[src/rtl/rx_dpll_pkg.sv]
package rx_dpll_pkg;
  typedef enum logic {
    LOOP_TRACK = 1'b0,
    LOOP_HUNT  = 1'b1
  } loop_mode_e;
endpackage

[src/rtl/rx_dpll_sync.sv]
module rx_dpll_sync #(
  parameter int STAGES = 2
) (
  input  logic clk,
  input  logic rst,
  input  logic din,
  output logic dout,
  output logic edge_det
);
  logic [STAGES-1:0] sr;

  generate
    for (genvar g = 0; g < STAGES; g++) begin : g_stage
      if (g == 0) begin : g_first
        always_ff @(posedge clk) begin
          if (rst) sr[0] <= 1'b0;
          else     sr[0] <= din;
        end
      end else begin : g_next
        always_ff @(posedge clk) begin
          if (rst) sr[g] <= 1'b0;
          else     sr[g] <= sr[g-1];
        end
      end
    end
  endgenerate

  assign dout     = sr[STAGES-1];
  assign edge_det = sr[STAGES-1] ^ sr[STAGES-2];
endmodule

[src/rtl/rx_dpll_gap.sv]
module rx_dpll_gap #(
  parameter int LIM_W     = 9,
  parameter int UNIT_LOG2 = 3
) (
  input  logic             clk,
  input  logic             rst,
  input  logic [LIM_W-1:0] gap_limit,
  input  logic             strobe_cyc,
  input  logic             edge_det,
  input  logic             resync,
  input  logic             seek,
  output logic             expire
);
  localparam int CW = LIM_W + UNIT_LOG2;

  logic [LIM_W-1:0] lim_eff;
  logic [CW-1:0]    limit;
  logic [CW-1:0]    cnt;
  logic             at_limit;

  assign lim_eff  = (gap_limit == '0) ? LIM_W'(1) : gap_limit;
  assign limit    = {lim_eff, {UNIT_LOG2{1'b0}}};
  assign at_limit = (cnt >= limit);
  assign expire   = strobe_cyc && !edge_det && !seek && !resync && at_limit;

  always_ff @(posedge clk) begin
    if (rst || resync || edge_det) begin
      cnt <= '0;
    end else if (strobe_cyc && !seek && !at_limit) begin
      cnt <= cnt + CW'(1);
    end
  end
endmodule

[src/rtl/rx_dpll_phase.sv]
module rx_dpll_phase
  import rx_dpll_pkg::*;
#(
  parameter int OSR = 16,
  parameter int WIN = 2
) (
  input  logic clk,
  input  logic rst,
  input  logic edge_det,
  input  logic din_s,
  input  logic resync,
  input  logic expire,
  output logic strobe_cyc,
  output logic bit_stb,
  output logic rx_bit,
  output logic seek,
  output logic phase_err
);
  localparam int PW = $clog2(OSR);
  localparam logic [PW-1:0] SAMPLE = PW'(OSR / 2);
  localparam logic [PW-1:0] WIN_LO = PW'(WIN);
  localparam logic [PW-1:0] WIN_HI = PW'(OSR - WIN);

  loop_mode_e    mode;
  logic [PW-1:0] ph, ph_n;
  logic          in_win;
  logic          track_edge;

  assign strobe_cyc = (ph == SAMPLE);
  assign in_win     = (ph <= WIN_LO) || (ph >= WIN_HI);
  assign track_edge = edge_det && !resync && (mode == LOOP_TRACK);
  assign seek       = (mode == LOOP_HUNT);

  always_comb begin
    ph_n = ph + PW'(1);
    if (edge_det && !resync) begin
      if (mode == LOOP_HUNT)                ph_n = PW'(1);
      else if (ph == '0 || ph == SAMPLE)    ph_n = ph + PW'(1);
      else if (ph < SAMPLE)                 ph_n = ph;
      else                                  ph_n = ph + PW'(2);
    end
  end

  always_ff @(posedge clk) begin
    if (rst) begin
      ph        <= '0;
      mode      <= LOOP_HUNT;
      phase_err <= 1'b0;
      bit_stb   <= 1'b0;
      rx_bit    <= 1'b0;
    end else begin
      ph      <= ph_n;
      bit_stb <= strobe_cyc;
      if (strobe_cyc) rx_bit <= din_s;
      if (resync)        mode <= LOOP_HUNT;
      else if (edge_det) mode <= LOOP_TRACK;
      else if (expire)   mode <= LOOP_HUNT;
      if (track_edge) phase_err <= !in_win;
    end
  end
endmodule

[src/rtl/rx_dpll_top.sv]
module rx_dpll_top #(
  parameter int OSR         = 16,
  parameter int WIN         = 2,
  parameter int LIM_W       = 9,
  parameter int UNIT_LOG2   = 3,
  parameter int SYNC_STAGES = 2
) (
  input  logic             clk,
  input  logic             rst,
  input  logic             rx_din,
  input  logic             resync_cmd,
  input  logic [LIM_W-1:0] gap_limit,
  output logic             bit_stb,
  output logic             rx_bit,
  output logic             hunting,
  output logic             phase_err
);
  logic din_s;
  logic edge_det;
  logic strobe_cyc;
  logic expire;

  rx_dpll_sync #(.STAGES(SYNC_STAGES)) u_sync (
    .clk      (clk),
    .rst      (rst),
    .din      (rx_din),
    .dout     (din_s),
    .edge_det (edge_det)
  );

  rx_dpll_phase #(.OSR(OSR), .WIN(WIN)) u_phase (
    .clk        (clk),
    .rst        (rst),
    .edge_det   (edge_det),
    .din_s      (din_s),
    .resync     (resync_cmd),
    .expire     (expire),
    .strobe_cyc (strobe_cyc),
    .bit_stb    (bit_stb),
    .rx_bit     (rx_bit),
    .seek       (hunting),
    .phase_err  (phase_err)
  );

  rx_dpll_gap #(.LIM_W(LIM_W), .UNIT_LOG2(UNIT_LOG2)) u_gap (
    .clk        (clk),
    .rst        (rst),
    .gap_limit  (gap_limit),
    .strobe_cyc (strobe_cyc),
    .edge_det   (edge_det),
    .resync     (resync_cmd),
    .seek       (hunting),
    .expire     (expire)
  );
endmodule

[config.mk]
export PLATFORM = sky130hd
export DESIGN_NAME = rx_dpll_top
export DESIGN_NICKNAME = d
export VERILOG_FILES = /design/src/rtl/rx_dpll_pkg.sv /design/src/rtl/rx_dpll_sync.sv /design/src/rtl/rx_dpll_gap.sv /design/src/rtl/rx_dpll_phase.sv /design/src/rtl/rx_dpll_top.sv
export SDC_FILE = /design/constraint.sdc
export NUM_CORES = 1
export LEC_CHECK = 0
export ABC_AREA = 1
export BUFFER_PORTS_ARGS = -buffer_cell sky130_fd_sc_hd__buf_2
export CORE_MARGIN = 3
export CORE_UTILIZATION = 42
export DETAILED_ROUTE_END_ITERATION = 8
export REMOVE_ABC_BUFFERS = 1
export SYNTH_ARGS = -nofsm -noshare
export SYNTH_HDL_FRONTEND = slang
export SYNTH_HIERARCHICAL = 1
export SYNTH_SLANG_ARGS = --single-unit
[constraint.sdc]
create_clock -name clk -period 3.4 [get_ports clk]
set_clock_uncertainty 0.2 [all_clocks]
set_input_delay 0.34 -clock clk [delete_from_list [all_inputs] [get_ports clk]]
set_output_delay 0.34 -clock clk [all_outputs]
set_load 0.02 [all_outputs]
==> results of run 1 <==
-- final timing paths --
| kind | end | startpoint | cells after the start | slack, ns |
|---|---|---|---|---|
| worst min-delay path | u_sync/sr[0]$_SDFF_PP0_ | rx_din | 3 | 0.07 |
| worst max register to register | u_gap/cnt[0]$_SDFFE_PP0P_ | u_phase/ph[1]$_SDFFE_PP0P_ | 10 | 1.25 |
| worst min register to register | u_sync/dout$_SDFF_PP0_ | u_sync/sr[0]$_SDFF_PP0_ | 2 | 0.25 |
| worst max-delay path | u_gap/cnt[0]$_SDFFE_PP0P_ | u_phase/ph[1]$_SDFFE_PP0P_ | 10 | 1.25 |
-- power groups by stage --
stage                     Combinational (mW)  Clock, mW  Sequential (mW)
after floorplan                       0.0531          0            0.274
after global placement                0.0726          0            0.275
after detailed placement              0.0728          0            0.275
after CTS                             0.0733      0.257            0.269
after global routing                  0.0832      0.267            0.270
final                                 0.0728      0.251            0.268
-- cell families after synthesis --
kind of cell    after synthesis  share of synthesized area (%)
flops                        22                           25.7
buf+inv                      43                           10.9
fa+ha+maj                    16                           11.7
compound gates               25                           8.45
simple gates                126                           38.8
xor+xnor                      9                           4.59
-- Yosys cell counts, types with 2 or more instances --
cell type | instances | area share [%]
a21oi_1 | 16 | 4.7
dfxtp_1 | 22 | 26
ha_1 | 16 | 12
inv_1 | 32 | 7.0
inv_2 | 7 | 1.5
nand2_1 | 50 | 11
nand2_2 | 15 | 5.5
nand2_4 | 2 | 1.3
nand3_1 | 22 | 6.4
nand3_4 | 2 | 2.0
nand4_1 | 3 | 1.1
nor2_1 | 21 | 4.6
nor2_2 | 4 | 1.5
nor2_8 | 2 | 2.3
o211ai_1 | 2 | 0.87
o21ai_0 | 4 | 1.2
xnor2_1 | 3 | 1.5
xor2_1 | 6 | 3.1
-- sequential cells by signal, indices dropped and copies added (netlist names) --
name / count
u_sync/sr: 1
u_phase/bit_stb: 1
u_phase/seek: 1
u_sync/dout: 1
u_phase/ph: 4
u_phase/rx_bit: 1
u_gap/cnt: 12
u_phase/phase_err: 1
-- through the flow --
step,utilization (%),worst slack (ns)
2_1_floorplan,-,1.20
3_3_place_gp,48.1,1.17
3_5_place_dp,48.1,1.08
4_1_cts,50.0,1.24
5_1_grt,50.0,1.04
6_report,50.0,1.25
-- cell usage in the layout (no fill, tap or decap) --
master	Yosys	final
nand2_1	50	50
inv_1	32	32
nand3_1	22	22
dfxtp_1	22	22
nor2_1	21	21
buf_2	1	16
a21oi_1	16	16
ha_1	16	16
nand2_2	15	15
inv_2	7	7
xor2_1	6	6
nor2_2	4	4
o21ai_0	4	4
clkbuf_8	0	3
xnor2_1	3	3
nand4_1	3	3
nand3_4	2	2
nor2_8	2	2
nand2_4	2	2
o211ai_1	2	2
bufinv_16	0	1
nor4_1	1	1
nor3_1	1	1
a31o_2	1	1
nor2_4	1	1
nand3_2	1	1
a21oi_4	1	1
nand4_4	1	1
clkinv_1	1	1
buf_4	0	1
o21ai_1	1	1
-- cell type report --
class | count | area [um^2]
inverter | 40 | 150
clock buffer | 3 | 41.3
fill | 373 | 1900
tap | 48 | 60.1
multi-input combinational | 176 | 1090
sequential | 22 | 440
timing repair buffer | 17 | 87.6
clock inverter | 1 | 30.0
-- per-layer routing --
metal	up-vias	share of wire [%]	track usage, %
met1	629	54	21.6
met3	4	2.6	1.87
met5	-	0	0
li1	798	-	-
met4	0	0.98	3.19
met2	18	42	21.3
-- critical path, delay by kind of cell (launching register included) --
family | cells | cell delay [ns]
adder cells (fa/ha/maj) | 1 | 0.21
AO/OA/AOI/OAI | 1 | 0.28
buffers and inverters | 4 | 0.44
AND/OR/NAND/NOR | 4 | 0.54
flip-flops | 1 | 0.36
==> results.tsv, run 1 <==
metric	value	unit
kind of start point of the critical path	flip-flop	
I/O pin total	17	
Post-synth top flop	dfxtp_1	
dpl cells	303	
ant diodes	0	
sequential cell area fraction in the yosys report	25.7	%
Clock Latency Late Sink	0.26	ns
port bufs	16	
Max IR drop VDD	195	uV
Core ar.	3800	um^2
initial core utilization	45.2	%
TritonCTS clock tree	built	
Max Slew Vio Count	0	
CP peak stage delay	0.36	ns
Final Power	0.592	mW
Placer Congestion	0.862	
kind of critical path	flip-flop to flip-flop	
DR WL/cell	10.6	um
final setup TNS	0	ns
Synth Cell Area	1720	um^2
Tot GR Track Use	14.3	%
die area	4890	um^2
cts bufs inserted	3	
Psw	0.145	mW
WHS	0.0707	ns
via density per instance	4.72	
Antenna Nets Post-Route	0	
Fin. Hold Viols	0	
hpwl dp	2.63	mm
Die Width	69.9	um
H-tree depth	1	
DRT iter0 DRCs	68	
Static Leakage	0.877	nW
Least-Margin Pin Slew	0.303	ns
Gate power share	12.3	%
Fmax	0.465	GHz
cts repair resizes	0	
cts hold-fix bufs	0	
largest net degree at the start of global routing	14	
aggregate global routing overflow	0	
critical path's slowest cell	dfxtp_1	
DR vias	1449	
worst rel slew slack	79.7	%
Placed Instance Area	1830	um^2
Root Buffer	clkbuf_8	
first-pass GRT wire length	5.87	mm
max_cap viols	0	
register bit total from synthesis	22	
Row Count	22	
Nets	289	
Post-Layout Inst Area	1900	um^2
drt drc	0	
# setup viols final	0	
CTS Buffer Depth	2	
status	complete, no violations	
Post-Syn Area per Cell	7.12	um^2
clock transition at the registers of the reported paths	0.09	ns
Syn-to-layout area delta	10.6	%
drt first pass iters	4	
unrepaired setup endpoints after global routing	no	
Clock power frac	42.4	%
CP Capture Type	flip-flop	
unique cell type count in the Yosys netlist	30	
share of cells above drive strength 1	22.4	%
Post-Syn Instances	241	
Async SR Flop Fraction	0	%
yosys synthesis warning count	6	
Net Sw Frac	24.4	%
Detailed Route WL	3.25	mm
Period minus WS final	2.15	ns
non-filler cells, final	307	
Critical Path Fanout Max	13	
Post-CTS Setup Bufs	0	
critical path cell sequence	inv_1 > ha_1 > nand3_4 > inv_2 > inv_1 > nor2_1 > buf_4 > nand4_4 > o21ai_0 > nor2_1	
EDFF count, synth	0	
crit path DAT	2.11	ns
type of the tightest min-delay check	input port to flip-flop	
clk sinks	22	
antenna violations before repair	0	
die height	69.9	um
Final period util	63.3	%
PwrDens	312	nW/um^2
Flop pwr share	45.3	%
Critical Path RT	3.36	ns
internal power	0.447	mW
vias in the first global route	1327	
No activity file was read; power rests on OpenSTA's default activity.
==> inputs of run 2 (changes only) <==
ABC_AREA = 0   (was 1)
clock period = 2.2 ns   (was 3.4 ns; I/O delays follow)
==> results.tsv, run 2 <==
metric	value	unit
status	finished, violations left	
failing checks	setup timing	
Synth Area in XOR/XNOR	1.16	%
top post-synthesis cells by count	22 x dfxtp_1, 17 x a21oi_1, 17 x inv_1	
PwrDens	350	nW/um^2
critical path cell sequence	ha_4 > a211oi_2 > nor2_2 > a2111o_1 > or4_1 > a21oi_1	
kind of critical path	flip-flop to flip-flop	
crit path DAT	2.38	ns
fraction of the mapped netlist area in compound gates	26.3	%
port bufs	16	
register name with the most flops	u_gap/cnt	
main area contributors after synthesis	dfxtp_1 29%, ha_1 13%, a21oi_1 5.6%	
Top Registers	u_gap/cnt x12, u_phase/ph x4	
aggregate global routing overflow	0	
Clock Latency Late Sink	0.30	ns
Antenna Nets Post-Route	0	
Static Leakage	0.877	nW
Critical Path RT	2.23	ns
Fmax	0.425	GHz
max_cap viols	0	
Finished Core Util	65.8	%
area leader, netlist	dfxtp_1	
first-pass GRT wire length	6.80	mm
kind of start point of the critical path	flip-flop	
vias in the first global route	1604	
Final period util	107	%
# setup viols final	8	
I/O pin total	17	
Nets	264	
Max IR drop VDD	248	uV
Final Power	0.786	mW
Root Buffer	clkbuf_4	
ant diodes	0	
die area	4360	um^2
antenna violations before repair	0	
unrepaired setup endpoints after global routing	yes	
count leader, synth	dfxtp_1	
Period minus WS final	2.35	ns
most common cell after layout, fill and taps aside	buf_4	
CP Capture Type	flip-flop	
Row Count	21	
initial core utilization	44.4	%
share of cells above drive strength 1	44.0	%
DR vias	1607	
largest net degree at the start of global routing	14	
Critical Path Fanout Max	7	
Synth Area in Simple Gates	23.0	%
Post-Syn Area per Cell	8.23	um^2
Fin. Hold Viols	0	
final setup TNS	-0.823	ns
crit-path leading delay family	compound AO/OA/AOI/OAI gates	
Post-synth top flop	dfxtp_1	
via density per instance	5.74	
largest family of logic cells by synthesized area	compound AO/OA/AOI/OAI gates	
most frequent cells in the layout	31 x buf_4, 16 x inv_1, 15 x dfxtp_1	
post-synth top area share	29.1	%
hpwl dp	2.92	mm
Tot GR Track Use	19.5	%
cts bufs inserted	3	
WHS	0.0504	ns
dpl cells	270	
clk sinks	22	
area taken by multi-input logic gates	1230	um^2
Filler Cell Count	276	
Die Width	66.1	um
Async SR Flop Fraction	0	%
unique cell type count in the Yosys netlist	44	
TritonCTS clock tree	built	
CP peak stage delay	0.55	ns
sequential cell area fraction in the yosys report	29.1	%
drt first pass iters	4	
Buffers & Inverters on Critical Path	0	
EDFF count, synth	0	
Synth Cell Area	1520	um^2
CTS Buffer Depth	2	
H-tree depth	1	
non-filler cells, final	280	
Syn-to-layout area delta	48.2	%
worst rel slew slack	70.1	%
critical path's slowest cell	or4_1	
Post-Syn Instances	184	
DR WL/cell	15.0	um
type of the tightest min-delay check	input port to flip-flop	
register bit total from synthesis	22	
Largest register FFs	12	
yosys synthesis warning count	6	
DRT iter0 DRCs	58	
Register Area	449	um^2
fin worst setup slack	-0.151	ns
drt drc	0	
multiplexer share of the synthesized area	0	%
Adder-Cell Fraction of Synth Area	13.2	%
Max Slew Vio Count	0	
Least-Margin Pin Slew	0.447	ns
clock transition at the registers of the reported paths	0.12	ns
Placer Congestion	0.900	
Detailed Route WL	4.21	mm
die height	66.1	um
Core ar.	3420	um^2
==> run 2: changes by cell type after synthesis, moves of 4 or more <==
cell	previous run	this run
nand2_1	50	9
inv_1	32	17
nand2_2	15	0
nand3_1	22	9
nor2_1	21	13
inv_2	7	0
o31ai_1	0	6
or4_1	0	5
xor2_1	6	1
nand2b_1	0	4
o211ai_1	2	6
==> run 2: power by group <==
group,switching [mW],total (mW),internal (mW)
sequential,0.00742,0.414,0.406
clock,0.119,0.220,0.101
combinational,0.0843,0.153,0.0684
==> run 2: per-layer routing <==
metal	share of wire, %	wire length [um]	global-route usage [%]	vias to the layer above
met4	0.33	14	5.58	0
met2	57	2380	37.4	46
li1	-	-	-	794
met1	39	1650	22.6	765
met5	0	0	0	-
met3	4.0	167	2.04	2
==> run 2: path summary, 6_finish.rpt <==
path,startpoint,end,slack [ns],depth (start not counted)
worst max-delay path,u_gap/cnt[9]$_SDFFE_PP0P_,u_gap/cnt[10]$_SDFFE_PP0P_,-0.15,6
worst min-delay path,rst,u_phase/phase_err$_SDFFE_PP0P_,0.05,2
worst max register to register,u_gap/cnt[9]$_SDFFE_PP0P_,u_gap/cnt[10]$_SDFFE_PP0P_,-0.15,6
worst min register to register,u_phase/rx_bit$_SDFFE_PP0P_,u_phase/rx_bit$_SDFFE_PP0P_,0.28,2
==> run 2: area by class of cell <==
| type | instances | share of cell area (%) |
|---|---|---|
| multi-input combinational | 136 | 54.7 |
| tap | 46 | 2.56 |
| sequential | 22 | 20.0 |
| clock buffer | 4 | 1.62 |
| timing repair buffer | 54 | 18.1 |
| inverter | 18 | 3.12 |
==> run 2: per-stage QoR <==
stage,instance area (um^2),setup WS (ns)
6_report,2250,-0.151
5_1_grt,2250,-0.225
4_1_cts,2130,-0.0915
3_5_place_dp,1850,-0.476
3_3_place_gp,1850,-0.370
2_1_floorplan,1480,-0.253
==> run 2: repair_timing <==
item | 4_1_cts | 5_1_grt
hold buffers | 2 | 0
buffers inserted | 4 | 0
pin swaps | 25 | 13
endpoints found under the setup margin | 13 | 13
resized for setup | 32 | 28
hold endpoints to repair | 2 | 0
==> run 2: cell families after synthesis <==
family,Yosys count
compound gates,56
xor+xnor,2
fa+ha+maj,16
buf+inv,26
flops,22
simple gates,62
==> inputs of run 3 (changes only) <==
PLACE_DENSITY = 0.61   (was not set)
==> results.tsv, run 3 (synthesis results as in run 2) <==
metric	value	unit
CP Capture Type	flip-flop	
port bufs	16	
fin worst setup slack	-0.179	ns
Antenna Nets Post-Route	0	
critical path's slowest cell	or4_4	
GR Util met3	1.87	%
worst r2r src	u_gap/cnt[9]$_SDFFE_PP0P_	
Die Width	66.1	um
aggregate global routing overflow	0	
failing checks	setup timing	
kind of start point of the critical path	flip-flop	
Psw	0.220	mW
unrepaired setup endpoints after global routing	yes	
Max IR drop VDD	258	uV
I/O pin total	17	
most frequent cells in the layout	35 x buf_4, 16 x inv_1, 15 x buf_2	
Core ar.	3420	um^2
Crit. Startpoint	u_gap/cnt[9]$_SDFFE_PP0P_	
Largest register FFs	12	
vias in the first global route	1645	
CP peak stage delay	0.57	ns
Clock power frac	28.5	%
GRT Max-Usage Layer	met2	
clock transition at the registers of the reported paths	0.12	ns
drt first pass iters	4	
TritonCTS clock tree	built	
# setup viols final	13	
Period minus WS final	2.38	ns
Final period util	108	%
hpwl dp	2.96	mm
Clock Latency Late Sink	0.30	ns
die area	4360	um^2
status	finished, violations left	
Critical Path RT	2.24	ns
DRT iter0 DRCs	56	
register name with the most flops	u_gap/cnt	
Fmax	0.420	GHz
Hold Path Origin	rst	
Row Count	21	
first-pass GRT wire length	7.16	mm
largest net degree at the start of global routing	14	
met2 track demand over resource	42.8	%
Static Leakage	0.879	nW
Nets	265	
crit-path leading delay family	compound AO/OA/AOI/OAI gates	
Detailed Route WL	4.40	mm
share of cells above drive strength 1	41.3	%
Top Registers	u_gap/cnt x12, u_phase/ph x4	
ant diodes	0	
Gate power share	19.1	%
type of the tightest min-delay check	input port to flip-flop	
Net Sw Frac	27.7	%
Fin. Hold Viols	0	
Finished Core Util	63.8	%
Tot GR Track Use	21.0	%
Placer Congestion	0.817	
antenna violations before repair	0	
Least-Margin Pin Slew	0.586	ns
cts bufs inserted	3	
critical path cell sequence	ha_4 > a211oi_2 > nor2_2 > a2111o_1 > or4_4 > a21oi_2	
Post-Layout Inst Area	2180	um^2
Root Buffer	clkbuf_4	
Max Slew Vio Count	0	
Buffers & Inverters on Critical Path	0	
met1 Resource Use GR	21.5	%
Placed Instance Area	1850	um^2
PwrDens	364	nW/um^2
DR vias	1630	
clk sinks	22	
via density per instance	5.80	
Syn-to-layout area delta	43.8	%
max_cap viols	0	
initial core utilization	44.4	%
Critical Path Fanout Max	5	
internal power	0.573	mW
crit path DAT	2.42	ns
DR WL/cell	15.7	um
H-tree depth	1	
kind of critical path	flip-flop to flip-flop	
drt drc	0	
die height	66.1	um
Flop pwr share	52.4	%
most common cell after layout, fill and taps aside	buf_4	
final setup TNS	-1.16	ns
CTS Buffer Depth	2	
worst rel slew slack	61.0	%
run 3: worst register-to-register path: cells and delay by family, from the launching register on:
family / cells / cell delay, ns
compound gates: 3 / 0.85
flops: 1 / 0.37
fa+ha+maj: 1 / 0.20
simple gates: 2 / 0.68
run 3: final cells by class:
type                       instances  area (um^2)
clock buffer                       4         36.3
timing repair buffer              54          380
tap                               46         57.6
inverter                          18         70.1
multi-input combinational        137         1180
sequential                        22          453
fill                             298         1240
run 3: metal layers:
layer	share of wire, %	up-vias
li1	-	795
met1	40	773
met2	56	54
met3	3.6	8
met4	0.91	0
met5	0	-
run 3: power by group through the flow:
stage | combinational [mW] | sequential [mW] | clock (mW)
final | 0.152 | 0.415 | 0.226
after global routing | 0.168 | 0.417 | 0.253
after CTS | 0.144 | 0.416 | 0.236
after detailed placement | 0.128 | 0.426 | 0
after global placement | 0.123 | 0.425 | 0
after floorplan | 0.0716 | 0.426 | 0
run 3: per-stage QoR:
step                hold slack (ns)  instances  setup slack [ns]  power, mW
finish                       0.0292        281            -0.179      0.793
global route                 0.0261        281            -0.220      0.838
CTS                          0.0186        281           -0.0987      0.796
detailed placement            0.230        270            -0.488      0.554
global placement              0.228        270            -0.370      0.548
floorplan                    0.0891        176            -0.253      0.498
run 3: worst paths after layout:
path                                  to  slack [ns]  cells after the start
min reg2reg  u_phase/rx_bit$_SDFFE_PP0P_        0.26                      2
max           u_gap/cnt[10]$_SDFFE_PP0P_       -0.18                      6
min          u_phase/rx_bit$_SDFFE_PP0P_        0.03                      2
max reg2reg   u_gap/cnt[10]$_SDFFE_PP0P_       -0.18                      6
run 3: repair_timing:
| action | CTS | global route |
|---|---|---|
| pin swaps | 21 | 21 |
| endpoints found under the hold margin | 2 | 0 |
| endpoints found under the setup margin | 12 | 13 |
| hold buffers | 2 | 0 |
| gates resized for setup | 28 | 18 |
| cloned | 1 | 0 |
| buffers inserted | 4 | 1 |
